--- src/rtl/pdm_emu_pkg.sv ---
package pdm_emu_pkg;

  // modulator order
  localparam int LOOP_ORDER = 4;
  // fixed-point scale of loop weights (2^12)
  localparam int WEIGHT_SHIFT = 12;

  typedef enum logic {
    CH_RIGHT = 1'b0,
    CH_LEFT  = 1'b1
  } chan_e;

  // Weight of the k-th integrator (k = 1..4) in the quantizer sum.
  // Noise transfer ((z-1)/(z-p))^4 with p = 13/16 expands to
  // C(4,k) * (3/16)^k, scaled by 2^12.
  function automatic int loop_weight(input int k);
    int binom;
    int pw;
    binom = (k == 2) ? 6 : ((k == 1 || k == 3) ? 4 : 1);
    pw = 1;
    for (int i = 0; i < k; i++) pw = pw * 3;
    return (binom * pw * (1 << WEIGHT_SHIFT)) >> (4 * k);
  endfunction

endpackage

--- src/rtl/pdm_edge_det.sv ---
module pdm_edge_det #(
  parameter int SYNC_STAGES = 2
) (
  input  logic clk_i,
  input  logic rst_i,
  input  logic bclk_i,
  input  logic left_i,
  output logic act_edge_o,
  output logic rel_edge_o,
  output logic lvl_o
);

  logic [SYNC_STAGES-1:0] sync_q;
  logic                   prev_q;
  logic                   rise, fall;

  always_ff @(posedge clk_i) begin
    if (rst_i) begin
      sync_q <= '0;
      prev_q <= 1'b0;
    end else begin
      sync_q <= {sync_q[SYNC_STAGES-2:0], bclk_i};
      prev_q <= sync_q[SYNC_STAGES-1];
    end
  end

  assign lvl_o = sync_q[SYNC_STAGES-1];
  assign rise  = lvl_o & ~prev_q;
  assign fall  = ~lvl_o & prev_q;

  // left drives after falling edges, right after rising edges
  assign act_edge_o = left_i ? fall : rise;
  assign rel_edge_o = left_i ? rise : fall;

endmodule

--- src/rtl/pdm_sample_hold.sv ---
module pdm_sample_hold #(
  parameter int PCM_W = 16,
  parameter int OSR   = 64
) (
  input  logic                    clk_i,
  input  logic                    rst_i,
  input  logic signed [PCM_W-1:0] pcm_i,
  input  logic                    pcm_valid_i,
  output logic                    pcm_ready_o,
  input  logic                    tick_i,
  output logic signed [PCM_W-1:0] x_o
);

  localparam int CNT_W = (OSR > 1) ? $clog2(OSR) : 1;
  localparam logic [CNT_W-1:0] CNT_LAST = CNT_W'(OSR - 1);

  logic [CNT_W-1:0]        cnt_q;
  logic                    full_q;
  logic signed [PCM_W-1:0] hold_q, x_q;
  logic                    boundary, accept;

  assign boundary    = tick_i && (cnt_q == '0);
  assign accept      = pcm_valid_i && !full_q;
  assign pcm_ready_o = !full_q;
  assign x_o         = x_q;

  always_ff @(posedge clk_i) begin
    if (rst_i) begin
      cnt_q  <= '0;
      full_q <= 1'b0;
      hold_q <= '0;
      x_q    <= '0;
    end else begin
      if (tick_i) cnt_q <= (cnt_q == CNT_LAST) ? '0 : cnt_q + 1'b1;
      if (boundary && full_q) x_q <= hold_q;
      if (accept) begin
        hold_q <= pcm_i;
        full_q <= 1'b1;
      end else if (boundary) begin
        full_q <= 1'b0;
      end
    end
  end

endmodule

--- src/rtl/pdm_dsm4.sv ---
module pdm_dsm4
  import pdm_emu_pkg::*;
#(
  parameter int PCM_W = 16,
  parameter int ACC_W = 32
) (
  input  logic                                clk_i,
  input  logic                                rst_i,
  input  logic                                step_i,
  input  logic signed [PCM_W-1:0]             x_i,
  output logic                                bit_o,
  output logic [LOOP_ORDER-1:0][ACC_W-1:0]    acc_o
);

  localparam int SUM_W = ACC_W + WEIGHT_SHIFT + 4;
  localparam logic signed [ACC_W:0]   ACC_MAX = {2'b00, {(ACC_W-1){1'b1}}};
  localparam logic signed [ACC_W:0]   ACC_MIN = -ACC_MAX;
  localparam logic signed [ACC_W-1:0] FB_MAG  = ACC_W'(1) << (PCM_W - 1);

  function automatic logic signed [ACC_W-1:0] sat_add(
    input logic signed [ACC_W-1:0] a,
    input logic signed [ACC_W-1:0] b
  );
    logic signed [ACC_W:0] s;
    s = {a[ACC_W-1], a} + {b[ACC_W-1], b};
    if (s > ACC_MAX) return ACC_MAX[ACC_W-1:0];
    if (s < ACC_MIN) return ACC_MIN[ACC_W-1:0];
    return s[ACC_W-1:0];
  endfunction

  logic [LOOP_ORDER-1:0][ACC_W-1:0] acc_q;
  logic signed [SUM_W-1:0]          wsum;
  logic                             dec;
  logic signed [ACC_W-1:0]          x_ext, err;
  logic                             bit_q;

  // quantizer: sign of weighted integrator sum
  always_comb begin
    wsum = '0;
    for (int k = 0; k < LOOP_ORDER; k++) begin
      wsum = wsum + $signed({{(SUM_W-ACC_W){acc_q[k][ACC_W-1]}}, acc_q[k]})
                  * $signed(SUM_W'(loop_weight(k + 1)));
    end
  end

  assign dec   = (wsum >= 0);
  assign x_ext = {{(ACC_W-PCM_W){x_i[PCM_W-1]}}, x_i};
  assign err   = dec ? (x_ext - FB_MAG) : (x_ext + FB_MAG);

  for (genvar k = 0; k < LOOP_ORDER; k++) begin : g_int
    logic signed [ACC_W-1:0] feed;
    if (k == 0) begin : g_first
      assign feed = err;
    end else begin : g_chain
      assign feed = $signed(acc_q[k-1]);
    end
    always_ff @(posedge clk_i) begin
      if (rst_i) acc_q[k] <= '0;
      else if (step_i) acc_q[k] <= sat_add($signed(acc_q[k]), feed);
    end
  end

  always_ff @(posedge clk_i) begin
    if (rst_i) bit_q <= 1'b0;
    else if (step_i) bit_q <= dec;
  end

  assign bit_o = bit_q;
  assign acc_o = acc_q;

endmodule

--- src/rtl/pdm_mic_emu.sv ---
module pdm_mic_emu
  import pdm_emu_pkg::*;
#(
  parameter int PCM_W       = 16,
  parameter int OSR         = 64,
  parameter int ACC_W       = 32,
  parameter int SYNC_STAGES = 2
) (
  input  logic                    clk_i,
  input  logic                    rst_i,
  input  logic                    bclk_i,
  input  logic                    chan_sel_i,
  input  logic signed [PCM_W-1:0] pcm_i,
  input  logic                    pcm_valid_i,
  output logic                    pcm_ready_o,
  output logic                    pdm_o,
  output logic                    pdm_oe_o
);

  logic                             act_edge, rel_edge, bclk_lvl;
  logic signed [PCM_W-1:0]          x_cur;
  logic                             mod_bit;
  logic [LOOP_ORDER-1:0][ACC_W-1:0] acc_bus;
  logic                             oe_q;
  chan_e                            chan;

  assign chan = chan_e'(chan_sel_i);

  pdm_edge_det #(.SYNC_STAGES(SYNC_STAGES)) u_edge (
    .clk_i      (clk_i),
    .rst_i      (rst_i),
    .bclk_i     (bclk_i),
    .left_i     (chan == CH_LEFT),
    .act_edge_o (act_edge),
    .rel_edge_o (rel_edge),
    .lvl_o      (bclk_lvl)
  );

  pdm_sample_hold #(.PCM_W(PCM_W), .OSR(OSR)) u_hold (
    .clk_i       (clk_i),
    .rst_i       (rst_i),
    .pcm_i       (pcm_i),
    .pcm_valid_i (pcm_valid_i),
    .pcm_ready_o (pcm_ready_o),
    .tick_i      (act_edge),
    .x_o         (x_cur)
  );

  pdm_dsm4 #(.PCM_W(PCM_W), .ACC_W(ACC_W)) u_mod (
    .clk_i  (clk_i),
    .rst_i  (rst_i),
    .step_i (act_edge),
    .x_i    (x_cur),
    .bit_o  (mod_bit),
    .acc_o  (acc_bus)
  );

  always_ff @(posedge clk_i) begin
    if (rst_i) oe_q <= 1'b0;
    else if (act_edge) oe_q <= 1'b1;
    else if (rel_edge) oe_q <= 1'b0;
  end

  assign pdm_oe_o = oe_q;
  assign pdm_o    = oe_q & mod_bit;

endmodule

--- config.mk ---
export PLATFORM = sky130hd
export DESIGN_NAME = pdm_mic_emu
export DESIGN_NICKNAME = d
export VERILOG_FILES = /design/src/rtl/pdm_emu_pkg.sv /design/src/rtl/pdm_edge_det.sv /design/src/rtl/pdm_sample_hold.sv /design/src/rtl/pdm_dsm4.sv /design/src/rtl/pdm_mic_emu.sv
export SDC_FILE = /design/constraint.sdc
export NUM_CORES = 1
export LEC_CHECK = 0
export ABC_AREA = 1
export BUFFER_PORTS_ARGS = -buffer_cell sky130_fd_sc_hd__buf_2
export CORE_MARGIN = 2
export CORE_UTILIZATION = 29
export CTS_BUF_LIST = sky130_fd_sc_hd__clkbuf_8 sky130_fd_sc_hd__clkbuf_16
export DETAILED_ROUTE_END_ITERATION = 8
export SETUP_SLACK_MARGIN = 0.4
export SLEW_MARGIN = 20
export SYNTH_ARGS = -nofsm -noshare
export SYNTH_HDL_FRONTEND = slang
export SYNTH_SLANG_ARGS = --single-unit
--- constraint.sdc ---
create_clock -name clk_i -period 8.4 [get_ports clk_i]
set_input_delay 1.68 -clock clk_i [delete_from_list [all_inputs] [get_ports clk_i]]
set_output_delay 1.68 -clock clk_i [all_outputs]
set_load 0.1 [all_outputs]
### Word-level counts from Yosys, hierarchy flattened

Cells that the tools add are included.
W data, S select, Z words.

* register bits after elaboration: 172
* latch bits: 0
* memory bits (writable): 0
* memory bits (read-only): 0
* logic and storage cells: 100
* memories kept: 0

* $add $sub $neg: 10
* multiply operators: 4
* div/mod/pow operators: 0
* magnitude comparators: 9
* eq/ne operators: 1
* shift-type cells: 0
* mux-type cells: 52
* bitwise operators: 5
* reductions and logical operators: 7

Operators with widths (count)
* $mux W32: 17
* $add A48 B48 Y48: 3
* $add A32 B32 Y33: 4
* $gt A33 B32 Y1 const B: 4
* $lt A33 B32 Y1 const B: 4
* $mul A32 B6 Y38 const B: 2
* $ge A48 B1 Y1 const B: 1
* $mul A32 B4 Y36 const B: 1
* $mul A32 B3 Y35 const B: 1
* $mux W1: 34
* $add A16 B17 Y18 const B: 1
* $sub A16 B17 Y18 const B: 1
* $add A6 B1 Y6 const B: 1
* $eq A6 B6 Y1 const B: 1
* $logic_not A6 Y1: 1
* $mux W6: 1
* $reduce_bool A2 Y1: 2
* $and A1 B1 Y1: 3
* $logic_and A1 B1 Y1: 3
* $not A1 Y1: 2
* $logic_not A1 Y1: 1

### Depth between registers and ports, before layout

Gate-level depths: netlist of run 1.

* depth in word-level cells: 16
* gate-level depth with buffers: 56
* depth with buffers taken out: 56

### Cells and area by module

From an unflattened synthesis of run 1, not the netlist that was laid out.

* cell total of the unflattened synthesis: 4569
* area total of the unflattened synthesis: 30178.9 µm²

Modules (own cells, without submodules)
* pdm_dsm4: instances 1, cells each 4336, area each 28457.3 µm², seq. area each 2582.5 µm²
* pdm_sample_hold: instances 1, cells each 209, area each 1556.5 µm², seq. area each 780.7 µm²
* pdm_edge_det: instances 1, cells each 17, area each 117.6 µm², seq. area each 60.1 µm²
* pdm_mic_emu: instances 1, cells each 7, area each 47.5 µm², seq. area each 20.0 µm²

### Worst setup path before layout of run 1

No wires, ideal clock.

* path type: register -> register
* start: reg u_mod.acc_q, in the netlist u_mod.g_int[3].feed[1]
* end: reg u_mod.acc_q, in the netlist u_mod.g_int[1].feed[1]
* setup time: 0.119 ns
* data arrival time: 7.924 ns
* path slack: 0.357 ns
* cell stages (with the launch flop): 52
* path buffers: 1
* period minus slack after synthesis: 8.043 ns
* cells stage by stage: dfxtp_1 > ha_1 > inv_1 > fa_1 > inv_1 > fa_1 > ha_1 > nand2_1 > nor2_1 > a21oi_2 > o21bai_1 > a21oi_1 > o21ai_1 > nand4_1 > nand3_1 > nand2_1 > nand3_1 > nand2_1 > (+16 left out) > nand2_1 > nor2_1 > nand2_1 > nor2_1 > nand2_1 > nand3_1 > nand2_1 > nand2_1 > nand2_1 > nand2_1 > nand3_1 > nor2_1 > nand2_1 > nand2_1 > nand2_2 > buf_6 > nand2_1 > a21oi_1

* longest elaborated chain between the ends: 13
* elaborated cells between the ends (all ways): 18
* classes of those cells: add/sub: 3; mul: 1; order compare: 3; mux: 11

Ends and longest elaborated chain
* start, declared: line pdm_dsm4.sv:31 `logic [LOOP_ORDER-1:0][ACC_W-1:0] acc_q;`
* start signal, assigned by index: line pdm_dsm4.sv:59 `else if (step_i) acc_q[k] <= sat_add($signed(acc_q[k]), feed);`
* $mul A32 B6 Y38 *: line pdm_dsm4.sv:42 `* $signed(SUM_W'(loop_weight(k + 1)));`
* $add A48 B48 Y48 * (2 in a row): line pdm_dsm4.sv:41 `wsum = wsum + $signed({{(SUM_W-ACC_W){acc_q[k][ACC_W-1]}}, acc_q[k]})`
* $ge A48 B1 Y1 *: line pdm_dsm4.sv:46 `assign dec = (wsum >= 0);`
* named net u_mod.dec: line pdm_dsm4.sv:33 `logic dec;`
* $mux W32 *: line pdm_dsm4.sv:48 `assign err = dec ? (x_ext - FB_MAG) : (x_ext + FB_MAG);`
* $add A32 B32 Y33 *: line pdm_dsm4.sv:25 `s = {a[ACC_W-1], a} + {b[ACC_W-1], b};`
* $lt A33 B32 Y1: line pdm_dsm4.sv:27 `if (s < ACC_MIN) return ACC_MIN[ACC_W-1:0];`
* $mux W1 (2 in a row): line pdm_dsm4.sv:27
* $mux W1: line pdm_dsm4.sv:59
* $mux W1: line pdm_dsm4.sv:58 `if (rst_i) acc_q[k] <= '0;`
* $mux W32: line pdm_dsm4.sv:28 `return s[ACC_W-1:0];`
* $mux W32 *: line pdm_dsm4.sv:27

The timed path passes the listed nets; every way through them passes the cells marked *. The select of a mux whose other input is x is not followed.
A chain may end at the register's enable or synchronous reset.

### Final worst setup path of run 1

* start: reg u_mod.acc_q, in the netlist u_mod.g_int[3].feed[7]
* end: reg u_mod.acc_q, in the netlist u_mod.g_int[1].feed[22]

The elaborated chain is that of the path after synthesis.

==> results of run 1 <==
[worst paths after layout]
| check | cells past startpoint | from | end |
|---|---|---|---|
| hold reg to reg | 2 | u_edge.sync_q[0] | u_edge.sync_q[1] |
| setup reg to reg | 57 | u_mod.g_int[3].feed[7] | u_mod.g_int[1].feed[22] |
| setup / recovery | 57 | u_mod.g_int[3].feed[7] | u_mod.g_int[1].feed[22] |
| hold / removal | 2 | u_edge.sync_q[0] | u_edge.sync_q[1] |
[logic make-up (layout without fill, tap and decap cells)]
| family | after synthesis | count (layout) | synth area share |
|---|---|---|---|
| and+or+nand+nor | 1993 | 1994 | 0.270 |
| AOI/OAI and AO/OA | 810 | 810 | 0.146 |
| adders and majority gates | 643 | 643 | 0.313 |
| DFF | 172 | 172 | 0.113 |
| xor gates and xnor gates | 141 | 141 | 0.0406 |
| buffers and inverters | 912 | 1389 | 0.117 |
[flip-flops by register name, summed over array words and instances (netlist names)]
name,cells
pdm_oe_o,1
u_edge.prev_q,1
u_edge.sync_q,2
u_hold.cnt_q,6
u_hold.full_q,1
u_hold.hold_q,16
u_hold.x_o,16
u_mod.acc_o,32
u_mod.bit_o,1
u_mod.g_int.feed,96
[stage by stage]
step / hold slack [ns] / setup TNS [ns] / std cells / area [um2]
finish: 0.407 / -6.22 / 6529 / 37700
global route: 0.416 / -21.15 / 6529 / 37700
CTS: 0.410 / -0.963 / 6519 / 37200
detailed placement: 0.397 / -26.08 / 6441 / 35200
global placement: 0.391 / -22.63 / 6441 / 35200
floorplan: 0.388 / 0 / 4671 / 30500
[per-layer routing]
metal	wire (um)	share of wire
met1	49400	0.47
met2	47300	0.45
met3	5390	0.052
met4	2370	0.023
met5	13	0.00012
[power breakdown]
group          internal (mW)  switching, mW  leakage, nW
logic                   1.29           1.66         19.1
clock network          0.418          0.482        0.308
registers              0.859         0.0650         1.41
total                   2.57           2.21         20.9
[critical path: cells and delay by family (launching register included)]
| kind | cells | cell delay, ns |
|---|---|---|
| compound gates | 8 | 0.93 |
| fa+ha+maj | 9 | 3.37 |
| buf+inv | 13 | 1.28 |
| flops | 1 | 0.38 |
| simple gates | 27 | 2.60 |
[cell type report]
type | instances | area share
Clock buffer | 17 | 0.0113
Timing Repair Buffer | 509 | 0.103
Clock inverter | 15 | 0.00568
Inverter | 848 | 0.0850
Sequential cell | 172 | 0.0924
Multi-Input combinational cell | 3588 | 0.657
Tap cell | 1380 | 0.0458
[synth_stat cells, types with 29 or more instances]
cell type | n | area, um2
nand2_1 | 1185 | 4450
ha_1 | 445 | 5570
fa_1 | 198 | 3960
dfxtp_1 | 172 | 3440
xnor2_1 | 52 | 455
nand4_1 | 56 | 350
nand3_1 | 218 | 1090
nor2_1 | 416 | 1560
inv_1 | 837 | 3140
a31oi_1 | 29 | 181
a21oi_1 | 389 | 1950
clkbuf_1 | 36 | 135
xor2_1 | 89 | 780
o21ai_0 | 253 | 1270
nor3_1 | 29 | 145
[repair_timing]
action / CTS / global route
gates cloned: 3 / 0
hold buffers: 0 / 0
setup buffers: 43 / 10
gates resized for setup: 216 / 108
endpoints found under the setup margin: 32 / 32
pin swaps: 105 / 66
==> qor.yml, run 1 <==
finalMaxSlewViolations: 0
drt-wirelength-per-cell_um: 16.0
met3_usage: 0.0200
antenna_found_initial: 1
ff2ff_setup_slack_ns: -0.24
fp.dieW_um: 328
initial_core_util: 0.293
worstPathRequired_ns: 8.84
timing.final.ws_setup_ns: -0.238
max_freq_mhz: 116
grt_use_met1: 0.273
slowest_stage: "fa_1"
crit_fanout: 6
critPathLaunchType: "register"
slowest_delay_ns: 0.58
nFillCells: 11000
multi_input_area_mm2: 0.0248
post-route-period-util: 1.03
place_ws_ns: -0.860
cp_common_cell: "nand2_2"
fin_crit_ns: 8.64
grt_pass1_wl_um: 166000
syn_area_per_cell_um2: 6.52
finalHoldViolations: 0
syn_nets: 5335
die_h_um: 328
drt-pass1-iter-count: 6
setup_viol: 31
skew_ns: 0.0240
clk_pin_slew_ns: 0.10
vias: 31400
wirelength_um: 105000
clockBufferDepth: 2
ys_seq_elements: 172
max_slew_margin: 0.362
die-area_mm2: 0.108
grt_pass1_vias: 29900
clockRootBuffer: "clkbuf_16"
synthToLayoutAreaGrowth_pct: 23.8
path_class: "reg -> reg"
finalWeightedCongestion: 0.934
mostFrequentLayoutCell: "nand2_1"
rsz0062_at_grt: "true"
cts_tree: "built"
power.density_mw_per_mm2: 127
violations: "setup timing"
cts_buffers: 17
antenna_cells: 0
ant_nets: 0
ir_drop_mv: 0.137
mostFrequentLayoutCells: "1113 x nand2_1, 818 x inv_1, 469 x buf_4"
nets: 5800
avgViaCountPerCell: 4.81
cts_sinks: 172
synth_cells: 4671
ys.flop_type: "dfxtp_1"
grt_util_met2: 0.315
remaining_drc_errors: 0
synthArstFlopShare: 0
syn_area_mm2: 0.0305
hold_path_class: "reg -> reg"
htreeDepth: 4
dpl.hpwl_um: 89100
crit_arrival_ns: 9.08
status: "finished, violations left"
ios: 24
synth.distinct_cells: 57
cap_violations: 0
yosys_warnings: 0
power_leakage_nw: 20.9
final_util: 0.363
layout-drive-gt1-share: 0.169
yosysSeqAreaShare: 0.113
register_area_mm2: 0.00348
grt_util_all_layers: 0.194
worst_pin_slew_ns: 0.957
core-area_mm2: 0.104
clk-insertion-delay-late_ns: 0.53
grt-ovfl-total: 0
endpoint_kind: "register"
drt_iter0_markers: 2263
grt-busiest-layer: "met2"
io_buffers: 23
total_power_mw: 4.78
synth-edff-count: 0
rows: 118
grt_max_degree: 101
Note: power is estimated with default switching activity, not from simulation.
==> run 2: changes to the inputs <==
BUFFER_PORTS_ARGS = -buffer_cell sky130_fd_sc_hd__buf_4   (was -buffer_cell sky130_fd_sc_hd__buf_2)
==> qor.yml, run 2 (synthesis gave the netlist of run 1 again) <==
dpl-instance-area_mm2: 0.0352  # unchanged
slowest_stage: "fa_2"  # was fa_1
critPathLaunchType: "register"  # unchanged
worst_r2r_endpoint: "u_mod.g_int[1].feed[16]"  # was u_mod.g_int[1].feed[22]
ff2ff_setup_slack_ns: -0.19  # was -0.24 ns
min_from: "u_edge.sync_q[0]"  # unchanged
finalWeightedCongestion: 0.945  # was 0.934
max_slew_margin: 0.379  # was 0.362
register_area_mm2: 0.00348  # about the same
grt_util_all_layers: 0.190  # was 0.194
path_class: "reg -> reg"  # unchanged
cp_common_cell: "nand2_2"  # unchanged
clock_power_share: 0.187  # was 0.188
nFillCells: 11100  # was 11000
die_h_um: 328  # unchanged
clk-insertion-delay-late_ns: 0.52  # was 0.53 ns
antenna_found_initial: 0  # was 1
endpoint_kind: "register"  # unchanged
grt-ovfl-total: 0  # unchanged
ir_drop_mv: 0.139  # was 0.137 mV
multi_input_area_mm2: 0.0249  # was 0.0248 mm2
top_layer_used: "met4"  # was met5
remaining_drc_errors: 0  # unchanged
largest_reg_flops: 96  # unchanged
wl_met2_um: 47400  # was 47300 um
grt_pass1_vias: 29700  # was 29900
swShare: 0.463  # was 0.462
rsz0062_at_grt: "true"  # unchanged
cts_buffers: 17  # unchanged
ant_nets: 0  # unchanged
dpl.hpwl_um: 88400  # was 89100 um
p_seq_frac: 0.193  # about the same
max_freq_mhz: 116  # about the same
core-area_mm2: 0.104  # unchanged
cts_hold_buffers: 0  # unchanged
antenna_cells: 0  # unchanged
rows: 118  # unchanged
crit_fanout: 6  # unchanged
mostFrequentLayoutCells: "1101 x nand2_1, 821 x inv_1, 470 x buf_4"  # was 1113 x nand2_1, 818 x inv_1, 469 x buf_4
final_area_mm2: 0.0377  # about the same
setup_viol: 31  # unchanged
combPwrFrac: 0.620  # was 0.619
fin_crit_ns: 8.59  # was 8.64 ns
vias: 31400  # about the same
power.density_mw_per_mm2: 127  # about the same
wirelength_um: 104000  # was 105000 um
die-area_mm2: 0.108  # unchanged
worstPathRequired_ns: 8.80  # was 8.84 ns
reg2reg_depth: 52  # was 57
clockRootBuffer: "clkbuf_16"  # unchanged
cap_violations: 0  # unchanged
mostFrequentLayoutCell: "nand2_1"  # unchanged
hold_path_class: "reg -> reg"  # unchanged
drt-pass1-iter-count: 5  # was 6
io_buffers: 23  # unchanged
htreeDepth: 4  # unchanged
power.switching_mw: 2.22  # was 2.21 mW
clk_pin_slew_ns: 0.09  # was 0.10 ns
violations: "setup timing"  # unchanged
cts_sinks: 172  # unchanged
synthToLayoutAreaGrowth_pct: 23.9  # was 23.8%
timing.final.ws_setup_ns: -0.191  # was -0.238 ns
grt_pass1_wl_um: 162000  # was 166000 um
cp-startpoint: "u_mod.g_int[3].feed[7]"  # unchanged
hold_path_end: "u_edge.sync_q[1]"  # unchanged
crit_arrival_ns: 8.99  # was 9.08 ns
intPower_mw: 2.57  # about the same
power_leakage_nw: 20.8  # was 20.9 nW
avgViaCountPerCell: 4.83  # was 4.81
worst_pin_slew_ns: 0.932  # was 0.957 ns
wirelength_met1_um: 49400  # about the same
post-route-period-util: 1.02  # was 1.03
nets: 5776  # was 5800
clockBufferDepth: 2  # unchanged
drt_iter0_markers: 2133  # was 2263
initial_core_util: 0.293  # unchanged
finalMaxSlewViolations: 0  # unchanged
layout-drive-gt1-share: 0.170  # was 0.169
fp.dieW_um: 328  # unchanged
status: "finished, violations left"  # unchanged
slowest_delay_ns: 0.59  # was 0.58 ns
whs_ns: 0.406  # was 0.407 ns
min_delay_path_depth: 2  # unchanged
drt-wirelength-per-cell_um: 16.0  # about the same
grt_max_degree: 101  # unchanged
finalHoldViolations: 0  # unchanged
cts_tree: "built"  # unchanged
met3_length_um: 5220  # was 5390 um
skew_ns: 0.0198  # was 0.0240 ns
ios: 24  # unchanged
r2r-start: "u_mod.g_int[3].feed[7]"  # unchanged
==> run 2: repair_timing <==
action                     4_1_cts  5_1_grt
resized for setup              118      227
pin swaps                       45      147
hold endpoints to repair         0        0
cloned                           2        3
setup endpoints to repair       32       32
setup buffers                   20       18
==> run 2: layout make-up <==
cell class | instances | share of cell area
clock buffers | 17 | 0.0113
clock inverters | 15 | 0.00584
inverters | 848 | 0.0849
multi-input cells | 3588 | 0.660
flip-flops and latches | 172 | 0.0922
well taps | 1380 | 0.0458
repair buffers | 485 | 0.100
==> run 2: how the worst max path moves through the flow <==
| stage | endpoint | depth (start not counted) |
|---|---|---|
| after global placement | u_mod.g_int[1].feed[23] | 50 |
| after floorplan | u_mod.g_int[1].feed[1] | 51 |
| after global routing | u_mod.g_int[1].feed[9] | 52 |
| after CTS | u_mod.g_int[1].feed[18] | 51 |
| after detailed placement | u_mod.g_int[1].feed[19] | 52 |
| final | u_mod.g_int[1].feed[16] | 52 |
==> run 2: metrics by stage <==
step / setup TNS, ns / util / cells / setup WS, ns / power (mW)
after detailed placement: -24.32 / 0.339 / 6430 / -0.797 / 3.52
after CTS: -5.31 / 0.352 / 6484 / -0.182 / 4.54
after global placement: -20.49 / 0.339 / 6430 / -0.665 / 3.49
after floorplan: 0 / - / 4671 / 0.430 / 2.55
final: -5.28 / 0.364 / 6505 / -0.191 / 4.79
after global routing: -18.04 / 0.364 / 6505 / -0.599 / 5.19
==> run 2: power groups by stage <==
stage,Clock [mW],Sequential (mW),Combinational [mW]
2_1_floorplan,0,0.918,1.63
3_3_place_gp,0,0.938,2.55
3_5_place_dp,0,0.939,2.58
4_1_cts,0.914,0.922,2.71
5_1_grt,0.943,0.930,3.31
6_report,0.894,0.924,2.97
==> run 2: routing by layer <==
layer	vias up	track usage
met5	-	0
met4	0	0.0442
li1	15900	-
met1	14600	0.266
met2	732	0.312
met3	93	0.0207
==> run 2: critical path: cells and delay by family (launching register included) <==
| family | cells | cell delay (ns) |
|---|---|---|
| adder cells (fa/ha/maj) | 9 | 3.54 |
| flip-flops | 1 | 0.38 |
| XOR/XNOR | 1 | 0.13 |
| AND/OR/NAND/NOR | 22 | 2.00 |
| buffers and inverters | 7 | 0.70 |
| AO/OA/AOI/OAI | 13 | 1.69 |
